<file path="src/rtl/card_cp_pkg.sv">
package card_cp_pkg;
    typedef enum logic [1:0] {
        PWR_OFF  = 2'b00,
        PWR_RAMP = 2'b10,
        PWR_ON   = 2'b11
    } pwr_st_t;

    typedef enum logic [1:0] {
        DV_STOP = 2'b00,
        DV_LOW  = 2'b01,
        DV_HIGH = 2'b10
    } dv_st_t;
endpackage

</file>
<file path="src/rtl/card_pwr_fsm.sv">
module card_pwr_fsm
    import card_cp_pkg::*;
(
    input  logic       clk,
    input  logic       rst_n,
    input  logic       req_wr,
    input  logic [1:0] req_code,
    output logic [1:0] pwr_state
);
    pwr_st_t st_q, st_d;

    always_ff @(posedge clk or negedge rst_n) begin
        if (!rst_n) st_q <= PWR_OFF;
        else        st_q <= st_d;
    end

    always_comb begin
        st_d = st_q;
        if (req_wr) begin
            unique case (req_code)
                2'b00: st_d = PWR_OFF;
                2'b10: st_d = PWR_RAMP;
                2'b11: st_d = (st_q == PWR_OFF) ? PWR_RAMP : PWR_ON;
                default: st_d = st_q;
            endcase
        end
    end

    always_comb begin
        pwr_state = st_q;
    end

    a_r2_legal_code: assert property (@(posedge clk) disable iff (!rst_n)
        pwr_state != 2'b01);

    a_r3_no_direct_on: assert property (@(posedge clk) disable iff (!rst_n)
        ($past(pwr_state) == 2'b00) |-> (pwr_state != 2'b11));
endmodule

</file>
<file path="src/rtl/card_clk_div.sv">
module card_clk_div
    import card_cp_pkg::*;
#(
    parameter int DIV_W = 8
) (
    input  logic             clk,
    input  logic             rst_n,
    input  logic             run,
    input  logic [DIV_W-1:0] div_val,
    output logic             div_clk,
    output logic             active
);
    dv_st_t           st_q, st_d;
    logic [DIV_W-1:0] cnt_q, cnt_d;
    logic [DIV_W-1:0] lim_q, lim_d;
    logic             hi_q;

    always_ff @(posedge clk or negedge rst_n) begin
        if (!rst_n) begin
            st_q  <= DV_STOP;
            cnt_q <= '0;
            lim_q <= '0;
        end else begin
            st_q  <= st_d;
            cnt_q <= cnt_d;
            lim_q <= lim_d;
        end
    end

    always_comb begin
        st_d  = st_q;
        cnt_d = cnt_q;
        lim_d = lim_q;
        unique case (st_q)
            DV_STOP: begin
                cnt_d = '0;
                if (run) begin
                    st_d  = DV_LOW;
                    lim_d = div_val;
                end
            end
            DV_LOW: begin
                if (!run) begin
                    st_d  = DV_STOP;
                    cnt_d = '0;
                end else if (cnt_q == lim_q) begin
                    st_d  = DV_HIGH;
                    cnt_d = '0;
                end else begin
                    cnt_d = cnt_q + 1'b1;
                end
            end
            DV_HIGH: begin
                if (cnt_q == lim_q) begin
                    st_d  = DV_LOW;
                    cnt_d = '0;
                    lim_d = div_val;
                end else begin
                    cnt_d = cnt_q + 1'b1;
                end
            end
            default: begin
                st_d  = DV_STOP;
                cnt_d = '0;
            end
        endcase
    end

    always_ff @(posedge clk or negedge rst_n) begin
        if (!rst_n) hi_q <= 1'b0;
        else        hi_q <= (st_d == DV_HIGH);
    end

    assign div_clk = hi_q;
    assign active  = (st_q != DV_STOP);

    a_r10_full_high: assert property (@(posedge clk) disable iff (!rst_n)
        $fell(div_clk) |-> ($past(cnt_q) == $past(lim_q)));

    a_r10_stop_low: assert property (@(posedge clk) disable iff (!rst_n)
        (st_q == DV_STOP) |-> !div_clk);
endmodule

</file>
<file path="src/rtl/card_clk_bypass_gate.sv">
module card_clk_bypass_gate (
    input  logic clk,
    input  logic rst_n,
    input  logic want,
    input  logic div_clk,
    output logic gate_on,
    output logic card_clk
);
    logic gate_q;

    always_ff @(negedge clk or negedge rst_n) begin
        if (!rst_n) gate_q <= 1'b0;
        else        gate_q <= want;
    end

    assign gate_on  = gate_q;
    assign card_clk = (clk & gate_q) | div_clk;

    a_r8_exclusive: assert property (@(posedge clk) disable iff (!rst_n)
        gate_q |-> !div_clk);
endmodule

</file>
<file path="src/rtl/card_clkpwr_ctrl.sv">
module card_clkpwr_ctrl #(
    parameter int DIV_W  = 8,
    parameter int VOLT_W = 4,
    parameter int DATA_W = 16
) (
    input  logic              clk,
    input  logic              rst_n,
    input  logic              wr_en,
    input  logic              wr_sel,
    input  logic [DATA_W-1:0] wr_data,
    input  logic              rd_sel,
    output logic [DATA_W-1:0] rd_data,
    input  logic              bus_busy,
    output logic              card_clk,
    output logic              card_clk_en,
    output logic              cmd_open_drain,
    output logic              rod_ctrl,
    output logic [VOLT_W-1:0] volt_code,
    output logic [1:0]        pwr_state
);
    localparam int CK_EN  = DIV_W;
    localparam int CK_PS  = DIV_W + 1;
    localparam int CK_BYP = DIV_W + 2;
    localparam int CK_W   = DIV_W + 3;
    localparam int PW_VLO = 2;
    localparam int PW_OD  = VOLT_W + 2;
    localparam int PW_ROD = VOLT_W + 3;
    localparam int PW_W   = VOLT_W + 4;

    logic [CK_W-1:0]   ck_q;
    logic [VOLT_W-1:0] volt_q;
    logic              od_q, rod_q;
    logic              run, run_div, want_gate;
    logic              div_clk, div_active, gate_on;

    always_ff @(posedge clk or negedge rst_n) begin
        if (!rst_n) begin
            ck_q   <= '0;
            volt_q <= '0;
            od_q   <= 1'b0;
            rod_q  <= 1'b0;
        end else if (wr_en) begin
            if (!wr_sel) begin
                ck_q <= wr_data[CK_W-1:0];
            end else begin
                volt_q <= wr_data[PW_VLO +: VOLT_W];
                od_q   <= wr_data[PW_OD];
                rod_q  <= wr_data[PW_ROD];
            end
        end
    end

    card_pwr_fsm u_pwr (
        .clk       (clk),
        .rst_n     (rst_n),
        .req_wr    (wr_en & wr_sel),
        .req_code  (wr_data[1:0]),
        .pwr_state (pwr_state)
    );

    assign run       = ck_q[CK_EN] & (~ck_q[CK_PS] | bus_busy);
    assign run_div   = run & ~ck_q[CK_BYP];
    assign want_gate = run & ck_q[CK_BYP] & ~div_active;

    card_clk_div #(.DIV_W(DIV_W)) u_div (
        .clk     (clk),
        .rst_n   (rst_n),
        .run     (run_div),
        .div_val (ck_q[DIV_W-1:0]),
        .div_clk (div_clk),
        .active  (div_active)
    );

    card_clk_bypass_gate u_gate (
        .clk      (clk),
        .rst_n    (rst_n),
        .want     (want_gate),
        .div_clk  (div_clk),
        .gate_on  (gate_on),
        .card_clk (card_clk)
    );

    assign card_clk_en    = div_active | gate_on;
    assign cmd_open_drain = od_q;
    assign rod_ctrl       = rod_q;
    assign volt_code      = volt_q;

    always_comb begin
        rd_data = '0;
        if (rd_sel) begin
            rd_data[1:0]               = pwr_state;
            rd_data[PW_VLO +: VOLT_W]  = volt_q;
            rd_data[PW_OD]             = od_q;
            rd_data[PW_ROD]            = rod_q;
        end else begin
            rd_data[CK_W-1:0] = ck_q;
        end
    end

    a_r9_rise_needs_run: assert property (@(posedge clk) disable iff (!rst_n)
        $rose(div_clk) |-> $past(run));

    a_r12_en_when_toggling: assert property (@(posedge clk) disable iff (!rst_n)
        div_clk |-> card_clk_en);

    initial begin
        a_r6_fits: assert (PW_W <= DATA_W && CK_W <= DATA_W);
    end
endmodule

</file>
<file path="config.mk">
export PLATFORM = sky130hd
export DESIGN_NAME = card_clkpwr_ctrl
export DESIGN_NICKNAME = d
export VERILOG_FILES = /design/src/rtl/card_cp_pkg.sv /design/src/rtl/card_pwr_fsm.sv /design/src/rtl/card_clk_div.sv /design/src/rtl/card_clk_bypass_gate.sv /design/src/rtl/card_clkpwr_ctrl.sv
export SDC_FILE = /design/constraint.sdc
export NUM_CORES = 1
export LEC_CHECK = 0
export BUFFER_PORTS_ARGS = -buffer_cell sky130_fd_sc_hd__buf_2
export CORE_MARGIN = 10
export CORE_UTILIZATION = 55
export CTS_CLUSTER_SIZE = 20
export DETAILED_ROUTE_END_ITERATION = 7
export MAX_ROUTING_LAYER = met4
export PLACE_DENSITY = 0.93
export SYNTH_ARGS = -nofsm -noshare
export SYNTH_HDL_FRONTEND = slang
export SYNTH_HIERARCHICAL = 1
export SYNTH_SLANG_ARGS = --single-unit
</file>
<file path="constraint.sdc">
create_clock -name clk -period 3.5 [get_ports clk]
set_clock_uncertainty 0.15 [all_clocks]
set_input_delay 0.175 -clock clk [delete_from_list [all_inputs] [get_ports clk]]
set_output_delay 0.175 -clock clk [all_outputs]
set_load 0.03 [all_outputs]
</file>
# Word level (Yosys, flattened, before mapping)
# Index checks and enable logic that the tools add are counted.
[word_totals] reg_bits=39 in_bits=22 word_cells=57
[classes] n_reduce_logical=10 n_eq_ne=8 bitwise_logic=13 addsub=1 n_mux=15
[op_table] op="$mux W8" n=5
[op_table] op="$pmux W8 S2" n=2
[op_table] op="$pmux W2 S3" n=2
[op_table] op="$add A8 B1 Y8 const B" n=1
[op_table] op="$eq A2 B2 Y1 const B" n=4
[op_table] op="$eq A8 B8 Y1" n=1
[op_table] op="$mux W2" n=4
[op_table] op="$and A1 B1 Y1" n=6
[op_table] op="$logic_not A2 Y1" n=3
[op_table] op="$reduce_and A2 Y1" n=3
[op_table] op="$ne A2 B1 Y1 const B" n=2
[op_table] op="$not A1 Y1" n=4
[op_table] op="$reduce_bool A2 Y1" n=2
[op_table] op="$mux W3" n=1
[op_table] op="$or A1 B1 Y1" n=3
[op_table] op="$reduce_and A3 Y1" n=1
[op_table] op="$reduce_bool A3 Y1" n=1
[op_table] op="$eq A2 B1 Y1 const B" n=1
[op_table] op="$mux W1" n=1

# Longest topological paths before layout
# Gate-level depths: netlist of the first run.
[logic_depth] word_depth=7 mapped_depth=6 depth_no_buf=6

# By module
# The synthesis of the first run kept the hierarchy.
[modules_own_cells] mod="card_clk_div" seq_area_each_um2=475.5 n_inst=1 cells_each=85 area_each_um2=994.7
[modules_own_cells] mod="card_clkpwr_ctrl" seq_area_each_um2=425.4 n_inst=1 cells_each=62 area_each_um2=882.1
[modules_own_cells] mod="card_pwr_fsm" seq_area_each_um2=50.0 n_inst=1 cells_each=6 area_each_um2=80.1
[modules_own_cells] mod="card_clk_bypass_gate" seq_area_each_um2=25.0 n_inst=1 cells_each=2 area_each_um2=32.5

==> results of run 1 <==
-- layer usage --
metal	vias up	routed length, um	track usage
met5	-	0	-
met3	19	550	0.0724
met1	727	2200	0.214
met4	0	208	0.106
li1	635	-	-
met2	91	2730	0.299
-- through the flow --
stage / total power [mW] / util / cells / worst slack, ns / hold slack (ns)
6_report: 1.37 / 0.703 / 259 / 0.167 / 0.0211
5_1_grt: 1.42 / 0.703 / 259 / 0.121 / 0.0134
4_1_cts: 1.33 / 0.700 / 258 / 0.163 / 0.00499
3_5_place_dp: 1.01 / 0.638 / 235 / 0.347 / 0.161
3_3_place_gp: 0.986 / 0.638 / 235 / 0.455 / 0.169
2_1_floorplan: 0.908 / - / 159 / 0.514 / -0.271
-- critical path: stages (launching register included) --
cell and delay (ns):
sky130_fd_sc_hd__dfrtn_1 0.35, sky130_fd_sc_hd__or2_2 0.27, sky130_fd_sc_hd__buf_2 0.19
-- layout by cell type (no fill, tap or decap), types with 4 or more instances in the layout --
cell	netlist	routed
sky130_fd_sc_hd__dlygate4sd3_1	0	13
sky130_fd_sc_hd__mux2_4	18	18
sky130_fd_sc_hd__ha_1	5	5
sky130_fd_sc_hd__clkbuf_4	0	8
sky130_fd_sc_hd__inv_1	8	8
sky130_fd_sc_hd__xnor2_1	4	4
sky130_fd_sc_hd__nor2_1	14	14
sky130_fd_sc_hd__mux2_2	15	15
sky130_fd_sc_hd__conb_1	1	5
sky130_fd_sc_hd__nand2_1	5	5
sky130_fd_sc_hd__dfrtp_1	38	38
sky130_fd_sc_hd__buf_2	1	37
sky130_fd_sc_hd__xor2_1	10	10
-- power by group through the flow --
stage / clock (mW) / sequential [mW] / combinational (mW)
5_1_grt: 0.349 / 0.625 / 0.444
3_5_place_dp: 0.0112 / 0.610 / 0.388
4_1_cts: 0.319 / 0.603 / 0.405
6_report: 0.328 / 0.615 / 0.423
3_3_place_gp: 0.0112 / 0.602 / 0.373
2_1_floorplan: 0.00881 / 0.620 / 0.280
-- kinds of logic after synthesis --
family	synth area share
mux	0.226
fa+ha+maj	0.0314
other cells	0.00188
xor+xnor	0.0616
simple gates	0.0837
compound gates	0.0528
buf+inv	0.0522
flops	0.491
-- cell type report --
class                      instances  area (um2)  area share
clock buffer                      10        78.8      0.0328
clock inverter                     2        16.3     0.00677
inverter                           8        30.0      0.0125
multi-input combinational        104         925       0.385
sequential                        39         976       0.406
tap                               46        57.6      0.0240
timing repair buffer              50         318       0.132
-- path summary, 6_finish.rpt --
check | to | slack, ns | cells after the start
worst min register to register | u_div/cnt_q[0] | 0.38 | 1
worst max register to register | u_gate/gate_on | 0.27 | 4
worst max-delay path | card_clk_en | 0.17 | 2
worst min-delay path | volt_code[1] | 0.02 | 3
max in group asynchronous | u_gate/gate_on | 1.52 | 2
min in group asynchronous | u_div/lim_q[2] | 0.19 | 3
-- flip-flops by register name (all words and copies together) (netlist names) --
register / flops
ck_q: 11
u_div/cnt_q: 8
u_div/lim_q: 8
volt_code: 4
u_div/st_q: 2
u_pwr/pwr_state: 2
cmd_open_drain: 1
rod_ctrl: 1
u_div/div_clk: 1
u_gate/gate_on: 1
==> results.txt, run 1 <==
The flow ran to the end, and the final reports show no timing, DRC or antenna violations. The share of post-route cells with drive strength above 1 is 0.423. The total of warnings raised by yosys came out at 6. The number of enable flip-flop cells after synthesis is 0. The worst register-to-register path begins at u_div/st_q[0]. Setup repair after global routing left no endpoint under its margin. The wire length reported by the detailed router came out at 5690 um. The overflow left after global routing is 0. The final hold violation count is 0. The post-synthesis register bit count is 39.

Of the post-synthesis cell area, the dominant cell type holds 0.478. The maximum number of pins on one net before global-route repair is 39. In this run, the number of DRC markers left after iteration 0 of detailed routing was 142.

The number of max-slew violations in the final report was 0. The floorplan has 21 rows. For this run, the leading register cell type out of synthesis is sky130_fd_sc_hd__dfrtp_1. The synthesized design spends more area on one cell type than any other, namely sky130_fd_sc_hd__dfrtp_1. The reported net switching power is 0.493 mW.

The beginning of the critical path is u_gate/gate_on. The first global-routing pass estimated 9020 um of wire. In this run the cell area measured after placement is 0.00218 mm2. TritonCTS built the clock tree. By count the netlist is led by sky130_fd_sc_hd__dfrtp_1, sky130_fd_sc_hd__mux2_4, sky130_fd_sc_hd__mux2_2. The number of antenna violations at the first check in global routing was 0. IR analysis of the VDD net gives a maximum drop of 0.429 mV. Power spread over the standard cell area amounts to 569 mW/mm2. The insertion delay of the later-clocked pin in the worst-skew pair is 0.48 ns. The leakage power summed over all cells is 1.22 nW. The first detailed-routing pass ran for 4 iterations.

STA classifies the critical path endpoint as a primary output. The number of vias in the routed layout came out at 1472. The post-cts sizing count is 0. In the routed layout, each cell is associated on average with a via count of 5.68. The critical hold path startpoint is wr_en. The number of fill cells in the layout came out at 206. The total inserted antenna cells is 0. The total of hold buffers inserted after clock tree synthesis is 12. In this run the horizontal extent of the chip is 80.1 um. The total setup buffers inserted after CTS is 0. The net count reported at finish came out at 239. The path type of the worst min-delay path is primary input to flip-flop. The total global routing track utilization is 0.194. Compared with the post-synthesis result, the final layout area differs by 20.7%. The number of setup violations in the final report came out at 0.

The critical path is of the flip-flop to primary output type. The transition time at the pin with the least slew margin is 0.880 ns. The cell with the most instances after synthesis is sky130_fd_sc_hd__dfrtp_1. The routability congestion estimate from global placement is 0.842. Of the total power, registers draw 0.450. The cell area after synthesis came out at 0.00199 mm2.

The total die area came out at 0.00642 mm2. The clock share of power came out at 0.240. The remaining max-slew budget at the tightest pin is 0.410. The fraction of power spent switching nets came out at 0.361. After legalization and detailed placement, the total HPWL measured 3270 um.

In the routed design, unresolved DRC markers number 0. The data arrival time of the critical path is 3.01 ns. The synthesized area per cell came out at 12.8 um2. The die extent in y came out at 80.1 um. The total area inside the core boundary comes to 0.00342 mm2. The average wire per standard cell is 22.0 um. The via count of the first global-routing pass is 1623. The internal power consumption is 0.873 mW. The combinational cell fraction of total power came out at 0.310. The worst setup path is launched from a flip-flop. The final cell area excluding filler cells is 0.00240 mm2. The initial utilization of the core area, before any placement, comes to 0.582.

The number of buffers added on ports is 37. The max-cap violation count is 0. The number of primary I/O pins is 48. Ranked by total cell area, the synthesized netlist is headed by sky130_fd_sc_hd__dfrtp_1, sky130_fd_sc_hd__mux2_4, sky130_fd_sc_hd__mux2_2.

Synthesis handed over a netlist of 155 instances. The post-synthesis async set-or-reset flop share is 1.00. The required time of the worst setup path is 3.17 ns. After synthesis, the netlist uses 36 different library cells. The final-layout setup total negative slack is 0 ns. For this run, the register share of the synthesized area comes to 0.491.

The clock transition at the registers of the reported paths is 0.14 ns. The count of nets left with antenna violations after detail routing is 0. The critical-path maximum fanout came out at 2.
No activity file was read; power rests on OpenSTA's default activity.
==> inputs of run 2 (changes only) <==
BUFFER_PORTS_ARGS = -buffer_cell sky130_fd_sc_hd__buf_4   (was -buffer_cell sky130_fd_sc_hd__buf_2)
SKIP_LAST_GASP = 1   (was unset)
==> results.txt, run 2 (synthesized netlist as in run 1, its figures left out) <==
The critical-path maximum fanout is 2. The via count of the first global-routing pass came out at 1769. The sequential cell area in the final layout came out at 976 um2. The global-route wire length before repair is 9090 um. The critical path is of the flip-flop to primary output type. The largest voltage drop on the vdd net is 0.349 mV. The number of max-slew violations in the final report came out at 0. At the end of the flow the core is filled with cells to 0.749.

The worst setup path is captured at a primary output. The total global routing track utilization is 0.195. In the final layout, the registers with the most flip-flops are ck_q (11), u_div/cnt_q (8), u_div/lim_q (8). The wire length reported by the detailed router came out at 5540 um.

The floorplan step defined a die boundary enclosing 0.00642 mm2. The average wire per standard cell is 20.7 um. The remaining max-slew budget at the tightest pin came out at 0.431. The sequential share of power came out at 0.447. In the global route stage, met1 resource usage came out at 0.210.

The overall die width is 80.1 um. The max-cap violation count came out at 0. The delay of the slowest critical-path stage is 0.36 ns. The total power draw came out at 1.39 mW. In the global route stage, met3 resource usage came out at 0.0913. Across all layers, the routed design uses 1478 vias. The final-layout setup total negative slack came out at 0 ns.

The power density relative to cell area is 541 mW/mm2. Relative to the synthesized area, the layout overhead comes to 28.7%. The min-delay analysis places its worst path in the category primary input to flip-flop. Of the total power, the share spent switching nets is 0.352. The slowest cell on the critical path is sky130_fd_sc_hd__dfrtn_1. The count of nets left with antenna violations after detail routing came out at 0.

STA classifies the critical path startpoint as a flip-flop. The finished layout holds 268 standard cells, fillers aside. In this run the most used layer during global routing was met2. The leakage power summed over all cells came out at 1.27 nW. The insertion delay of the later-clocked pin in the worst-skew pair is 0.46 ns.

Setup repair after global routing left no endpoint under its margin. The maximum number of pins on one net before global-route repair is 39. Counting flops per register, the top entry is ck_q. The die extent in y is 80.1 um. The cell total after placement came out at 235. The run finished with clean final reports. The worst setup slack for register-to-register paths came out at 0.20 ns. The share of total power dissipated in the clock network is 0.213. The detailed-route vias per instance came out at 5.51.

The data arrival time of the critical path is 3.01 ns. Buffers placed on the I/O ports in this run total 37. TritonCTS built the clock tree. The signal on the critical path passes through or2_2 -> buf_4. The effective utilization at floorplan came out at 0.582. The number of flip-flops in the largest register is 11. The overflow left after global routing came out at 0.

The net count reported at finish is 247. The number of standard-cell rows in the floorplan came out at 21. The number of DRC markers after the initial detailed-route iteration came out at 101. The share of post-route cells with drive strength above 1 is 0.398. The DRC violation count after routing came out at 0. The iteration count of the initial detailed-routing pass came out at 4.

The transition time at the pin with the least slew margin came out at 0.848 ns. Data on the critical path is required at its endpoint by 3.17 ns. The multi-input combinational cells in the finished layout cover a total of 926 um2. The routability congestion estimate from global placement came out at 0.831. The final hold violation count was 0. The met2 global-route usage came out at 0.280.

The final worst hold slack came out at 0.0304 ns. The number of setup violations in the final report came out at 0. The combinational cell fraction of total power came out at 0.339. The number of antenna violations at the first check in global routing was 1. The area inside the core boundary came out at 0.00342 mm2. After filler insertion, the fill cell instance count of the layout stands at 190. The reported net switching power is 0.487 mW. The estimated wirelength of the detail-placed design came out at 3260 um. The clock transition at the registers of the reported paths came out at 0.12 ns. The number of primary I/O pins came out at 48.

The internal portion of the total power is 0.898 mW. Leaving out fill and tap cells, the most frequent cells in the layout are sky130_fd_sc_hd__dfrtp_1, sky130_fd_sc_hd__buf_4, sky130_fd_sc_hd__dlygate4sd3_1.
-- run 2: cell count changes in the layout (fill, tap and decap cells not counted), sizes merged --
cell and change:
clkinvlp -1, clkbuf +1, diode +1, dlygate4sd3 +8
-- run 2: final timing paths --
path / start / endpoint / cells past startpoint
max in group asynchronous: rst_n / u_gate/gate_on / 2
setup reg to reg: u_div/st_q[1] / u_gate/gate_on / 4
setup / recovery: u_gate/gate_on / card_clk_en / 2
min in group asynchronous: rst_n / volt_code[0] / 3
hold / removal: wr_en / volt_code[3] / 3
hold reg to reg: u_div/cnt_q[0] / u_div/cnt_q[0] / 1
-- run 2: final cells by class --
cell class,instances,share of cell area
diodes,1,0.000978
clock buffers,11,0.0293
clock inverters,1,0.00196
inverters,8,0.0117
multi-input cells,104,0.362
flip-flops and latches,39,0.381
well taps,46,0.0225
repair buffers,58,0.191
-- run 2: worst max-delay path: cells and delay by family, from the launching register on --
kind | cells | cell delay (ns)
flops | 1 | 0.36
buf+inv | 1 | 0.17
simple gates | 1 | 0.28
-- run 2: repair_timing --
action                     4_1_cts  5_1_grt
buffers inserted                 0        0
hold buffers                    21        0
hold endpoints to repair        57        0
resized for setup                0        1
setup endpoints to repair        0        1
-- run 2: per-layer routing --
metal,routed length [um],share of wire
met4,274,0.049
met3,443,0.080
met5,0,0
met2,2590,0.47
met1,2240,0.40
-- run 2: power by group through the flow --
stage          logic [mW]  clock network, mW  registers, mW
2_1_floorplan       0.280            0.00881          0.620
3_3_place_gp        0.401             0.0131          0.604
3_5_place_dp        0.416             0.0131          0.616
4_1_cts             0.452              0.293          0.605
5_1_grt             0.497              0.323          0.629
6_report            0.470              0.295          0.620
-- run 2: metrics by stage --
| stage | setup WS (ns) | cell area, um2 |
|---|---|---|
| final | 0.164 | 2560 |
| after global routing | 0.112 | 2560 |
| after CTS | 0.158 | 2560 |
| after detailed placement | 0.189 | 2270 |
| after global placement | 0.452 | 2270 |
| after floorplan | 0.514 | 2000 |
